`src/rtl/spi_hold_pkg.sv`:
```
`timescale 1ns/1ps
package spi_hold_pkg;
   // Order of the synchronized pin bundle.
   typedef struct packed {
      logic sck;
      logic cs_n;
      logic hold_n;
      logic si;
   } pin_bus_t;

   localparam int PIN_COUNT = $bits(pin_bus_t);

   // Idle pin levels: clock low, deselected, no pause, data low.
   localparam pin_bus_t PIN_IDLE = '{sck: 1'b0, cs_n: 1'b1, hold_n: 1'b1, si: 1'b0};
endpackage

```
`src/rtl/shd_sync.sv`:
```
`timescale 1ns/1ps
module shd_sync #(
   parameter int              WIDTH   = 4,
   parameter int              STAGES  = 2,
   parameter logic [WIDTH-1:0] RST_VAL = '0
) (
   input  logic             clk,
   input  logic             rst_n,
   input  logic [WIDTH-1:0] d,
   output logic [WIDTH-1:0] q
);
   if (STAGES < 2) begin : g_bad_stages
      initial $fatal(1, "shd_sync: STAGES must be at least 2");
   end
   if (WIDTH < 1) begin : g_bad_width
      initial $fatal(1, "shd_sync: WIDTH must be at least 1");
   end

   for (genvar b = 0; b < WIDTH; b++) begin : g_bit
      logic [STAGES-1:0] chain;
      always_ff @(posedge clk or negedge rst_n) begin
         if (!rst_n) chain <= {STAGES{RST_VAL[b]}};
         else        chain <= {chain[STAGES-2:0], d[b]};
      end
      assign q[b] = chain[STAGES-1];
   end
endmodule

```
`src/rtl/shd_hold_ctrl.sv`:
```
`timescale 1ns/1ps
module shd_hold_ctrl #(
   parameter bit HOLD_EN = 1'b1
) (
   input  logic clk,
   input  logic rst_n,
   input  logic sck_s,
   input  logic cs_n_s,
   input  logic hold_n_s,
   input  logic quad_en,
   output logic hold_q
);
   if (HOLD_EN) begin : g_hold
      // The pause flag may only change while the clock is low; a deselect
      // or quad mode clears it at any time.
      always_ff @(posedge clk or negedge rst_n) begin
         if (!rst_n)        hold_q <= 1'b0;
         else if (cs_n_s)   hold_q <= 1'b0;
         else if (quad_en)  hold_q <= 1'b0;
         else if (!sck_s)   hold_q <= ~hold_n_s;
      end

      a_r5_entry_on_low_sck : assert property (@(posedge clk) disable iff (!rst_n)
         $rose(hold_q) |-> (!$past(sck_s) && !$past(cs_n_s)));
      a_r6_exit_on_low_sck : assert property (@(posedge clk) disable iff (!rst_n)
         $fell(hold_q) |-> (!$past(sck_s) || $past(cs_n_s) || $past(quad_en)));
      a_r8_deselect_clears : assert property (@(posedge clk) disable iff (!rst_n)
         cs_n_s |=> !hold_q);
      a_r10_quad_blocks : assert property (@(posedge clk) disable iff (!rst_n)
         quad_en |=> !hold_q);
   end else begin : g_no_hold
      assign hold_q = 1'b0;
   end
endmodule

```
`src/rtl/shd_shifter.sv`:
```
`timescale 1ns/1ps
module shd_shifter #(
   parameter int DATA_W = 8
) (
   input  logic              clk,
   input  logic              rst_n,
   input  logic              sck_s,
   input  logic              cs_n_s,
   input  logic              si_s,
   input  logic              hold,
   input  logic [DATA_W-1:0] tx_byte,
   output logic [DATA_W-1:0] rx_byte,
   output logic              rx_valid,
   output logic              tx_req,
   output logic              so
);
   localparam int              CNT_W = (DATA_W > 2) ? $clog2(DATA_W) : 1;
   localparam logic [CNT_W-1:0] LAST  = CNT_W'(DATA_W - 1);
   localparam logic [CNT_W-1:0] ONE   = CNT_W'(1);

   if (DATA_W < 2) begin : g_bad_w
      initial $fatal(1, "shd_shifter: DATA_W must be at least 2");
   end

   logic              sck_d, cs_d;
   logic              rise, fall, cs_fall;
   logic [CNT_W-1:0]  cnt;
   logic [DATA_W-2:0] rx_sr;
   logic [DATA_W-1:0] tx_sr;

   always_ff @(posedge clk or negedge rst_n) begin
      if (!rst_n) begin
         sck_d <= 1'b0;
         cs_d  <= 1'b1;
      end else begin
         sck_d <= sck_s;
         cs_d  <= cs_n_s;
      end
   end

   assign rise    = sck_s & ~sck_d;
   assign fall    = ~sck_s & sck_d;
   assign cs_fall = cs_d & ~cs_n_s;

   always_ff @(posedge clk or negedge rst_n) begin
      if (!rst_n) begin
         cnt      <= '0;
         rx_sr    <= '0;
         tx_sr    <= '0;
         rx_byte  <= '0;
         rx_valid <= 1'b0;
         tx_req   <= 1'b0;
      end else begin
         rx_valid <= 1'b0;
         tx_req   <= 1'b0;
         if (cs_n_s) begin
            cnt   <= '0;
            rx_sr <= '0;
            tx_sr <= '0;
         end else if (cs_fall) begin
            cnt    <= '0;
            tx_sr  <= tx_byte;
            tx_req <= 1'b1;
         end else if (!hold) begin
            if (rise) begin
               rx_sr <= {rx_sr[DATA_W-3:0], si_s};
               if (cnt == LAST) begin
                  cnt      <= '0;
                  rx_byte  <= {rx_sr, si_s};
                  rx_valid <= 1'b1;
               end else begin
                  cnt <= cnt + ONE;
               end
            end else if (fall) begin
               if (cnt == '0) begin
                  tx_sr  <= tx_byte;
                  tx_req <= 1'b1;
               end else begin
                  tx_sr <= {tx_sr[DATA_W-2:0], 1'b0};
               end
            end
         end
      end
   end

   assign so = tx_sr[DATA_W-1];

   a_r2_strobe_single : assert property (@(posedge clk) disable iff (!rst_n)
      rx_valid |=> !rx_valid);
   a_r2_strobe_on_wrap : assert property (@(posedge clk) disable iff (!rst_n)
      rx_valid |-> (cnt == '0));
   a_r3_load_on_boundary : assert property (@(posedge clk) disable iff (!rst_n)
      tx_req |-> (cnt == '0));
   a_r7_frozen_in_hold : assert property (@(posedge clk) disable iff (!rst_n)
      (hold && !cs_n_s) |=> ($stable(cnt) && $stable(rx_sr) && $stable(tx_sr) && !rx_valid));
   a_r9_deselect_clears_count : assert property (@(posedge clk) disable iff (!rst_n)
      cs_n_s |=> (cnt == '0));
endmodule

```
`src/rtl/spi_hold_frontend.sv`:
```
`timescale 1ns/1ps
module spi_hold_frontend
   import spi_hold_pkg::*;
#(
   parameter int DATA_W      = 8,
   parameter int SYNC_STAGES = 2,
   parameter bit HOLD_EN     = 1'b1
) (
   input  logic              clk,
   input  logic              rst_n,
   input  logic              sck_pin,
   input  logic              csn_pin,
   input  logic              holdn_pin,
   input  logic              si_pin,
   input  logic              quad_en,
   input  logic              busy_in,
   input  logic [DATA_W-1:0] tx_byte,
   output logic [DATA_W-1:0] rx_byte,
   output logic              rx_valid,
   output logic              tx_req,
   output logic              so_out,
   output logic              so_oe,
   output logic              hold_active,
   output logic              busy_out
);
   pin_bus_t pins_raw, pins_s;
   logic     hold_q;

   assign pins_raw = '{sck: sck_pin, cs_n: csn_pin, hold_n: holdn_pin, si: si_pin};

   shd_sync #(
      .WIDTH   (PIN_COUNT),
      .STAGES  (SYNC_STAGES),
      .RST_VAL (PIN_IDLE)
   ) u_sync (
      .clk   (clk),
      .rst_n (rst_n),
      .d     (pins_raw),
      .q     (pins_s)
   );

   shd_hold_ctrl #(
      .HOLD_EN (HOLD_EN)
   ) u_hold (
      .clk      (clk),
      .rst_n    (rst_n),
      .sck_s    (pins_s.sck),
      .cs_n_s   (pins_s.cs_n),
      .hold_n_s (pins_s.hold_n),
      .quad_en  (quad_en),
      .hold_q   (hold_q)
   );

   shd_shifter #(
      .DATA_W (DATA_W)
   ) u_shift (
      .clk      (clk),
      .rst_n    (rst_n),
      .sck_s    (pins_s.sck),
      .cs_n_s   (pins_s.cs_n),
      .si_s     (pins_s.si),
      .hold     (hold_q),
      .tx_byte  (tx_byte),
      .rx_byte  (rx_byte),
      .rx_valid (rx_valid),
      .tx_req   (tx_req),
      .so       (so_out)
   );

   assign so_oe       = ~pins_s.cs_n & ~hold_q;
   assign hold_active = hold_q;
   assign busy_out    = busy_in;

   a_r4_released_when_idle : assert property (@(posedge clk) disable iff (!rst_n)
      $past(pins_s.cs_n) |-> !so_oe || !pins_s.cs_n);
endmodule

```
`config.mk`:
```
export PLATFORM = sky130hd
export DESIGN_NAME = spi_hold_frontend
export DESIGN_NICKNAME = d
export VERILOG_FILES = /design/src/rtl/spi_hold_pkg.sv /design/src/rtl/shd_sync.sv /design/src/rtl/shd_hold_ctrl.sv /design/src/rtl/shd_shifter.sv /design/src/rtl/spi_hold_frontend.sv
export SDC_FILE = /design/constraint.sdc
export NUM_CORES = 1
export LEC_CHECK = 0
export ABC_CLOCK_PERIOD_IN_PS = 1500
export BUFFER_PORTS_ARGS = -buffer_cell sky130_fd_sc_hd__buf_2
export CAP_MARGIN = 20
export CORE_MARGIN = 2
export CORE_UTILIZATION = 53
export DETAILED_ROUTE_END_ITERATION = 8
export PLACE_DENSITY = 0.77
export SLEW_MARGIN = 20
export SYNTH_ARGS = -nofsm -noshare
export SYNTH_HDL_FRONTEND = slang
export SYNTH_SLANG_ARGS = --single-unit
```
`constraint.sdc`:
```
create_clock -name clk -period 1.5 [get_ports clk]
set_input_delay 0.075 -clock clk [delete_from_list [all_inputs] [get_ports clk]]
set_output_delay 0.075 -clock clk [all_outputs]
set_load 0.01 [all_outputs]
```
==> flow_summary.json, run 1 <==
{
  "fin_worst_skew_ns": 0.00797,
  "clock_latency_ns": 0.34,
  "final_core_util": 0.726,
  "grt_usage": 0.182,
  "area_growth_pct": 28.3,
  "syn_area_um2": 1580,
  "status": "finished, final reports clean",
  "fin_setup_tns_ns": 0,
  "r2r_start": "u_shift.cnt[0]",
  "rsz0062_at_grt": "yes",
  "cp-start-kind": "flip-flop",
  "holdPathEnd": "u_shift.tx_sr[7]",
  "clock_sink_count": 39,
  "post_dp_cell_area_um2": 1790,
  "worstPathRequired_ns": 1.73,
  "cts-root-buf": "clkbuf_4",
  "tightest_slew_ns": 0.465,
  "drc_errors": 0,
  "core_um2": 2780,
  "syn-num-nets": 140,
  "num_vias": 1046,
  "final_cell_area_um2": 2020,
  "p_leak_nw": 0.995,
  "setup_viol": 0,
  "grt_pass1_vias": 1024,
  "antenna_left": 0,
  "power.total_mw": 2.00,
  "async_reset_ff_frac": 1.00,
  "relSlewSlack": 0.690,
  "clock_path_buffers": 2,
  "hpwl_mm": 1.95,
  "holdPathStages": 3,
  "p_int_mw": 1.57,
  "synth_top_flop_cell": "dfrtp_1",
  "hold_viol_final": 0,
  "synthTopCellsByArea": "dfrtp_1 (54%), mux2i_1 (9.5%), dfstp_2 (8.3%), mux2_2 (5.7%), nor2_1 (3.3%)",
  "ys_warn_count": 0,
  "yosysTopAreaCellShare": 0.540,
  "crit_chain": "ha_1 > ha_1 > nand3_4 > mux2_2",
  "via_per_inst": 5.18,
  "drive_gt1_frac": 0.398,
  "max-vdd-ir-drop_uv": 1030,
  "p_switching_mw": 0.433,
  "cap_viol_max_count": 0,
  "wl_per_cell_um": 13.7,
  "r2r_cells": 4,
  "r2r-end": "u_shift.rx_byte[0]",
  "grt_overflow": 0,
  "antenna_cells": 0,
  "yosysMostFrequentCell": "dfrtp_1",
  "synth_seq_area_share": 0.624,
  "pwr-share-clk": 0.360,
  "worstHoldStart": "tx_byte[7]",
  "initial_utilization": 0.566,
  "clkTransAtPathRegs_ns": 0.11,
  "critPathMaxStageDelay_ns": 0.44,
  "cts_tree": "done",
  "syn_area_per_cell_um2": 13.0,
  "antenna_found_initial": 0,
  "grt_max_degree": 22,
  "std_cell_rows": 19,
  "synth_edf_count": 0,
  "h-tree-depth": 2,
  "slew_viol_final": 0,
  "critical_path.slowest_cell": "dfrtp_1",
  "numCtsBuffers": 5,
  "grt_pass1_wl_mm": 4.46,
  "io_pins": 30,
  "fmax_ghz": 0.674,
  "crit_fanout": 9,
  "p_sw_frac": 0.216,
  "synth.distinct_cells": 24,
  "synth_cells": 121,
  "die_w_um": 58.5,
  "synth-seq-cells": 39,
  "crit_path_frequent_cell": "ha_1",
  "synthTopCellsByCount": "dfrtp_1 (34), mux2i_1 (15), nor2_1 (14), o21ai_0 (9)",
  "crit_path_end_kind": "flip-flop",
  "final_nets": 189,
  "worst-setup-path-type": "flip-flop to flip-flop",
  "die_h_um": 58.5,
  "fp.dieArea_um2": 3420,
  "post-synth-top-area-cell": "dfrtp_1",
  "hp-class": "input port to flip-flop",
  "r2r_setup_slack_ns": 0.02,
  "drtPass1Iterations": 4,
  "arrival_ns": 1.72,
  "combPwrFrac": 0.084,
  "portBuffers": 27,
  "seqPwrFrac": 0.556,
  "power_density_nw_per_um2": 992,
  "drtIter0Drc": 36,
  "drt_wl_total_mm": 2.77,
  "fin_crit_ns": 1.48,
  "fin_crit_sh": 0.988,
  "gp_congestion": 0.772
}
## cells in the final DEF (no fill, tap or decap), types with 5 or more instances in the layout
master	instances
dfrtp_1	34
nor2_1	14
dlygate4sd3_1	8
mux2i_1	14
o21ai_0	5
mux2_2	8
buf_4	8
buf_2	27
nand2_1	8
clkbuf_4	5
dfstp_2	5
## flip-flops by register name (all words and copies together) (netlist names)
register	count
u_shift.rx_byte	8
u_shift.tx_sr	8
u_sync.g_bit.chain	8
u_shift.rx_sr	7
u_shift.cnt	3
u_hold.hold_q	1
u_shift.cs_d	1
u_shift.rx_valid	1
u_shift.sck_d	1
u_shift.tx_req	1
## routing by layer
layer / global-route usage / up-vias / wire, um
met3: 0.0681 / 7 / 168
met2: 0.295 / 30 / 1370
li1: - / 507 / -
met5: 0 / - / 0
met1: 0.211 / 502 / 1180
met4: 0.0963 / 0 / 45
## critical path, delay by kind of cell (launching register included)
family / cells / cell delay (ns)
flops: 1 / 0.44
mux: 1 / 0.34
fa+ha+maj: 2 / 0.45
simple gates: 1 / 0.14
## layout make-up
type / instances / area (um^2)
sequential: 39 / 982
timing repair buffer: 47 / 338
clock inverter: 2 / 35.0
inverter: 4 / 15.0
clock buffer: 6 / 51.3
multi-input combinational: 73 / 561
tap: 31 / 38.8
fill: 196 / 761
## worst max path at each step
stage	start	endpoint	slack, ns	cells after the start
after floorplan	u_hold.hold_q	u_shift.rx_sr[1]	0.06	5
after global placement	u_shift.cnt[0]	u_shift.tx_sr[3]	0.02	6
after detailed placement	u_shift.cnt[0]	u_shift.tx_sr[3]	-0.05	6
after CTS	u_shift.cnt[0]	u_shift.tx_sr[3]	-0.008	7
after global routing	u_shift.cnt[0]	u_shift.rx_byte[6]	-0.006	4
final	u_shift.cnt[0]	u_shift.rx_byte[0]	0.02	4
## power groups by stage
stage / clock (mW) / sequential [mW] / combinational [mW]
2_1_floorplan: 0 / 1.13 / 0.0730
3_3_place_gp: 0 / 1.13 / 0.137
3_5_place_dp: 0 / 1.13 / 0.142
4_1_cts: 0.756 / 1.11 / 0.161
5_1_grt: 0.795 / 1.12 / 0.186
6_report: 0.722 / 1.11 / 0.168
## per-stage QoR
stage	hold WS, ns	std cells	setup slack, ns
global route	0.0197	202	-0.00565
detailed placement	0.0542	182	-0.0517
global placement	0.0427	182	0.0167
CTS	0.00709	200	-0.00794
finish	0.0168	202	0.0173
floorplan	-0.221	121	0.0554
## kinds of logic (layout without fill, tap and decap cells)
| kind of cell | count (synthesis) | count (layout) | share of synthesized area |
|---|---|---|---|
| flops | 39 | 39 | 0.624 |
| fa+ha+maj | 3 | 3 | 0.0238 |
| buf+inv | 9 | 59 | 0.0357 |
| compound gates | 15 | 15 | 0.0564 |
| mux | 23 | 23 | 0.153 |
| simple gates | 32 | 32 | 0.108 |
## repair_timing
item	in CTS	in global routing
resized for setup	1	11
hold endpoints to repair	25	0
buffers inserted	2	2
setup endpoints to repair	7	11
hold buffers	8	0
pin swaps	0	4
No activity file was read; power rests on OpenSTA's default activity.
==> run 2, diff against run 1 <==
--- a/config.mk
+++ b/config.mk
@@ -5,13 +5,14 @@
 export SDC_FILE = /design/constraint.sdc
 export NUM_CORES = 1
 export LEC_CHECK = 0
+export ABC_AREA = 1
 export ABC_CLOCK_PERIOD_IN_PS = 1500
 export BUFFER_PORTS_ARGS = -buffer_cell sky130_fd_sc_hd__buf_2
 export CAP_MARGIN = 20
 export CORE_MARGIN = 2
-export CORE_UTILIZATION = 53
+export CORE_UTILIZATION = 54
 export DETAILED_ROUTE_END_ITERATION = 8
-export PLACE_DENSITY = 0.77
+export PLACE_DENSITY = 0.88
 export SLEW_MARGIN = 20
 export SYNTH_ARGS = -nofsm -noshare
 export SYNTH_HDL_FRONTEND = slang
==> flow_summary.json, run 2 <==
{
  "antenna_left": 0,
  "die_h_um": 59.0,
  "crit_fanout": 9,
  "place_inst": 234,
  "io_pins": 30,
  "drtPass1Iterations": 6,
  "syn-num-nets": 197,
  "wl_per_cell_um": 12.1,
  "synthTopCellsByArea": "dfrtp_1 (52%), nand2_1 (19%), dfstp_2 (8.0%), nand3_1 (2.8%), o21ai_0 (2.5%)",
  "synth-seq-cells": 39,
  "core_um2": 2810,
  "gp_congestion": 0.787,
  "seqPwrFrac": 0.557,
  "synth_cells": 178,
  "tightest_slew_ns": 0.417,
  "hpwl_mm": 2.09,
  "synth.distinct_cells": 20,
  "clock_latency_ns": 0.34,
  "top_regs": "u_shift.rx_byte: 8 flops, u_shift.tx_sr: 8 flops, u_sync.g_bit.chain: 8 flops",
  "synth_edf_count": 0,
  "synthTopCellsByCount": "nand2_1 (81), dfrtp_1 (34), nor2_1 (10), nand3_1 (9)",
  "p_leak_nw": 1.10,
  "num_vias": 1262,
  "post-cts-setup-buffers": 0,
  "grt_overflow": 0,
  "worstPathRequired_ns": 1.79,
  "fmax_ghz": 0.722,
  "max-vdd-ir-drop_uv": 720,
  "yosysMostFrequentCell": "nand2_1",
  "portBuffers": 27,
  "drtIter0Drc": 60,
  "ys_warn_count": 0,
  "final_cell_count_no_fill": 250,
  "cts-root-buf": "clkbuf_4",
  "synth.area.mux_share": 0,
  "hp-class": "input port to flip-flop",
  "crit_path_end_kind": "flip-flop",
  "combPwrFrac": 0.084,
  "clkTransAtPathRegs_ns": 0.11,
  "synth_compound_area_frac": 0.0398,
  "pwr-share-clk": 0.359,
  "grt_pass1_wl_mm": 5.06,
  "antenna_cells": 0,
  "synth-simple-area-share": 0.293,
  "synth_top_flop_cell": "dfrtp_1",
  "relSlewSlack": 0.722,
  "post_dp_cell_area_um2": 1800,
  "via_per_inst": 5.05,
  "synth_adder_area_share": 0.0230,
  "fin_setup_tns_ns": 0,
  "status": "finished, final reports clean",
  "cts_tree": "done",
  "postLayoutSetupSlackWorst_ns": 0.115,
  "clock_path_buffers": 2,
  "final_cell_mix": "nand2_1 (82), dfrtp_1 (34), buf_2 (27)",
  "p_switching_mw": 0.466,
  "drt_wl_total_mm": 3.02,
  "drive_gt1_frac": 0.247,
  "power_density_nw_per_um2": 1030,
  "post-synth-top-area-cell": "dfrtp_1",
  "drc_errors": 0,
  "async_reset_ff_frac": 1.00,
  "grt_pass1_vias": 1197,
  "syn_area_um2": 1630,
  "die_w_um": 59.0,
  "syn_area_per_cell_um2": 9.18,
  "final_cell_area_um2": 1970,
  "setup_viol": 0,
  "std_cell_rows": 19,
  "numCtsBuffers": 5,
  "arrival_ns": 1.68,
  "initial_utilization": 0.583,
  "clock_sink_count": 39,
  "hold_slack_ns": 0.0102,
  "yosysTopAreaCellShare": 0.521,
  "final_core_util": 0.702,
  "cp-start-kind": "flip-flop",
  "final_nets": 237,
  "grt_max_degree": 23,
  "synth_xor_xnor_area_share": 0,
  "worst-setup-path-type": "flip-flop to flip-flop",
  "fin_crit_ns": 1.38,
  "p_int_mw": 1.56,
  "fin_crit_sh": 0.923,
  "cap_viol_max_count": 0,
  "area_growth_pct": 20.5,
  "pre_cts_ws_ns": 0.0969,
  "synth_seq_area_share": 0.601,
  "synth_top_family_by_area": "simple AND/OR/NAND/NOR gates",
  "rsz0062_at_grt": "no",
  "h-tree-depth": 2,
  "hold_viol_final": 0,
  "fp.dieArea_um2": 3480,
  "p_sw_frac": 0.230,
  "final_common_cell": "nand2_1",
  "grt_usage": 0.197,
  "antenna_found_initial": 0,
  "fin_worst_skew_ns": 0.0120,
  "power.total_mw": 2.03,
  "slew_viol_final": 0
}
## run 2: cell types whose count changed in the layout (fill, tap and decap cells not counted), moves of 4 or more
cell,before,now
buf_4,8,0
nor2_1,14,9
nor3_1,4,0
nand2_1,8,82
mux2i_1,14,0
mux2_2,8,0
nand3_1,0,9
inv_1,3,8
## run 2: cells by family after synthesis
family / after synthesis
fa+ha+maj: 3
compound gates: 13
simple gates: 109
flops: 39
buf+inv: 14
## run 2: timing repair
item / in CTS / in global routing
resized for setup: 0 / 2
hold buffers: 7 / 0
hold endpoints to repair: 40 / 0
endpoints found under the setup margin: 0 / 6
## run 2: path summary, 6_finish.rpt
check | startpoint | to | slack [ns] | depth (start not counted)
max | u_shift.cnt[0] | u_shift.rx_byte[0] | 0.12 | 8
min | tx_byte[4] | u_shift.tx_sr[4] | 0.01 | 5
min reg2reg | u_sync.g_bit[1].chain[0] | u_sync.g_bit[1].chain[1] | 0.35 | 0
max in group asynchronous | rst_n | u_sync.g_bit[2].chain[0] | 0.78 | 3
max reg2reg | u_shift.cnt[0] | u_shift.rx_byte[0] | 0.12 | 8
min in group asynchronous | rst_n | u_shift.rx_byte[3] | 0.18 | 2
## run 2: power by group through the flow
stage               sequential (mW)  combinational, mW  clock (mW)
finish                         1.13              0.170       0.728
global route                   1.13              0.194       0.786
CTS                            1.13              0.170       0.740
detailed placement             1.15              0.156           0
global placement               1.15              0.152           0
floorplan                      1.15             0.0907           0
## run 2: worst max-delay path, cell delays in order (launching register included)
cell     delay, ns
dfrtp_1       0.40
ha_1          0.16
ha_1          0.18
nand2_1       0.07
nor2_2        0.18
nand2_4       0.10
inv_4         0.11
nand2_1       0.05
nand2_1       0.06
## run 2: final cells by class
class                   instances  area (um^2)
clock buffers                   6         51.3
inverters                      11         43.8
well taps                      31         38.8
flip-flops and latches         39          982
multi-input cells             126          593
clock inverters                 2         35.0
fillers                       216          836
repair buffers                 35          225
## run 2: layer usage
layer,wire (um),up-vias,global-route usage
met5,0,-,0
met4,46,0,0.0682
met3,152,6,0.0611
met2,1310,34,0.284
met1,1510,589,0.286
li1,-,633,-
==> run 3, diff against run 2 <==
--- a/config.mk
+++ b/config.mk
@@ -6,13 +6,13 @@
 export NUM_CORES = 1
 export LEC_CHECK = 0
 export ABC_AREA = 1
-export ABC_CLOCK_PERIOD_IN_PS = 1500
+export ABC_CLOCK_PERIOD_IN_PS = 1600
 export BUFFER_PORTS_ARGS = -buffer_cell sky130_fd_sc_hd__buf_2
 export CAP_MARGIN = 20
 export CORE_MARGIN = 2
-export CORE_UTILIZATION = 54
+export CORE_UTILIZATION = 45
 export DETAILED_ROUTE_END_ITERATION = 8
-export PLACE_DENSITY = 0.88
+export PLACE_DENSITY = 0.77
 export SLEW_MARGIN = 20
 export SYNTH_ARGS = -nofsm -noshare
 export SYNTH_HDL_FRONTEND = slang
==> constraint.sdc (replaced) <==
create_clock -name clk -period 1.6 [get_ports clk]
set_input_delay 0.08 -clock clk [delete_from_list [all_inputs] [get_ports clk]]
set_output_delay 0.08 -clock clk [all_outputs]
set_load 0.01 [all_outputs]
==> flow_summary.json, run 3 (same netlist as run 2, synthesis figures left out) <==
{
  "met1_length_mm": 1.31,
  "status": "finished, final reports clean",
  "antenna_cells": 0,
  "r2r_start": "u_shift.cnt[0]",
  "dr.max_layer_used": "met4",
  "cts-root-buf": "clkbuf_4",
  "power_density_nw_per_um2": 911,
  "hp-class": "input port to flip-flop",
  "pre_cts_ws_ns": 0.215,
  "drtPass1Iterations": 4,
  "antenna_found_initial": 0,
  "fin_worst_skew_ns": 0.00712,
  "slew_viol_final": 0,
  "crit_path_frequent_cell": "nand2_1",
  "critical_path.slowest_cell": "dfrtp_1",
  "clock_path_buffers": 2,
  "h-tree-depth": 2,
  "std_cell_rows": 21,
  "hpwl_mm": 1.89,
  "gp_congestion": 0.742,
  "fmax_ghz": 0.715,
  "crit_fanout": 9,
  "core_um2": 3420,
  "via_per_inst": 4.54,
  "worst-setup-path-type": "flip-flop to flip-flop",
  "tightest_slew_ns": 0.464,
  "crit_path_end_kind": "flip-flop",
  "final_core_util": 0.570,
  "fin_crit_ns": 1.40,
  "grt_pass1_vias": 1186,
  "clkTransAtPathRegs_ns": 0.11,
  "arrival_ns": 1.64,
  "clock_latency_ns": 0.34,
  "numCtsBuffers": 5,
  "hold_slack_ns": 0.0138,
  "crit_chain": "ha_1 > ha_1 > nand2_1 > nor2_1 > nand2_2 > inv_4 > nand2_1 > nand2_1",
  "num_vias": 1198,
  "wl_per_cell_um": 10.4,
  "drc_errors": 0,
  "final_cell_mix": "nand2_1 (81), dfrtp_1 (34), buf_2 (27)",
  "drt_wl_total_mm": 2.76,
  "relSlewSlack": 0.691,
  "critPathMaxStageDelay_ns": 0.42,
  "area_growth_pct": 19.1,
  "post_dp_cell_area_um2": 1810,
  "post-cts-setup-buffers": 0,
  "drive_gt1_frac": 0.239,
  "rsz0062_at_grt": "no",
  "final_nets": 236,
  "antenna_left": 0,
  "grt_max_degree": 40,
  "drtIter0Drc": 36,
  "fp.dieArea_um2": 4130,
  "io_pins": 30,
  "final_common_cell": "nand2_1",
  "p_leak_nw": 1.07,
  "top_regs": "u_shift.rx_byte: 8 flops, u_shift.tx_sr: 8 flops, u_sync.g_bit.chain: 8 flops",
  "postLayoutSetupSlackWorst_ns": 0.202,
  "crit_start": "u_shift.cnt[0]",
  "initial_utilization": 0.478,
  "clock_sink_count": 39,
  "n_fill_cell": 311,
  "cp-start-kind": "flip-flop",
  "fin_setup_tns_ns": 0,
  "die_h_um": 64.3,
  "wl_met3_um": 151,
  "worstHoldStart": "tx_byte[7]",
  "grt_overflow": 0,
  "grt_pass1_wl_mm": 5.08,
  "hold_viol_final": 0,
  "fin_crit_sh": 0.874,
  "worstPathRequired_ns": 1.84,
  "wl_met2_mm": 1.24,
  "portBuffers": 27,
  "final_cell_area_um2": 1950,
  "cts_tree": "done",
  "cap_viol_max_count": 0,
  "die_w_um": 64.3,
  "setup_viol": 0,
  "max-vdd-ir-drop_uv": 567,
  "grt_usage": 0.162
}
run 3: cell type report:
class                           count  area [um^2]  area share
Multi-Input combinational cell    125          582       0.299
Sequential cell                    39          982       0.504
Timing Repair Buffer               35          213       0.109
Clock buffer                        8         68.8      0.0353
Tap cell                           46         57.6      0.0296
Inverter                           11         43.8      0.0225
run 3: path summary, 6_finish.rpt:
kind,to,slack [ns],cells past startpoint
max in group asynchronous,u_sync.g_bit[1].chain[1],0.94,3
worst min register to register,u_sync.g_bit[3].chain[1],0.36,0
worst min-delay path,u_shift.tx_sr[7],0.01,5
worst max-delay path,u_shift.rx_byte[1],0.20,8
min in group asynchronous,u_shift.rx_sr[6],0.31,3
worst max register to register,u_shift.rx_byte[1],0.20,8
run 3: repair_timing:
action / 4_1_cts / 5_1_grt
hold buffers: 7 / 0
setup endpoints to repair: 0 / 0
hold endpoints to repair: 40 / 0
resized for setup: 0 / 0
run 3: metrics by stage:
| step | cells | power [mW] |
|---|---|---|
| after floorplan | 178 | 1.16 |
| after global placement | 249 | 1.21 |
| after detailed placement | 249 | 1.22 |
| after CTS | 264 | 1.79 |
| after global routing | 264 | 1.86 |
| final | 264 | 1.77 |
run 3: critical path, delay by kind of cell (launching register included):
kind	cells	cell delay [ns]
adders and majority gates	2	0.41
buffers and inverters	1	0.08
and+or+nand+nor	5	0.39
DFF	1	0.42
run 3: power by group:
group,leakage [nW],switching [mW],internal (mW)
sequential,0.504,0.0260,1.03
clock,0.0386,0.306,0.259
combinational,0.528,0.0910,0.0594
run 3: metal layers:
| layer | up-vias | global-route usage |
|---|---|---|
| li1 | 630 | - |
| met5 | - | 0 |
| met1 | 535 | 0.206 |
| met2 | 27 | 0.247 |
| met4 | 0 | 0.0798 |
| met3 | 6 | 0.0528 |
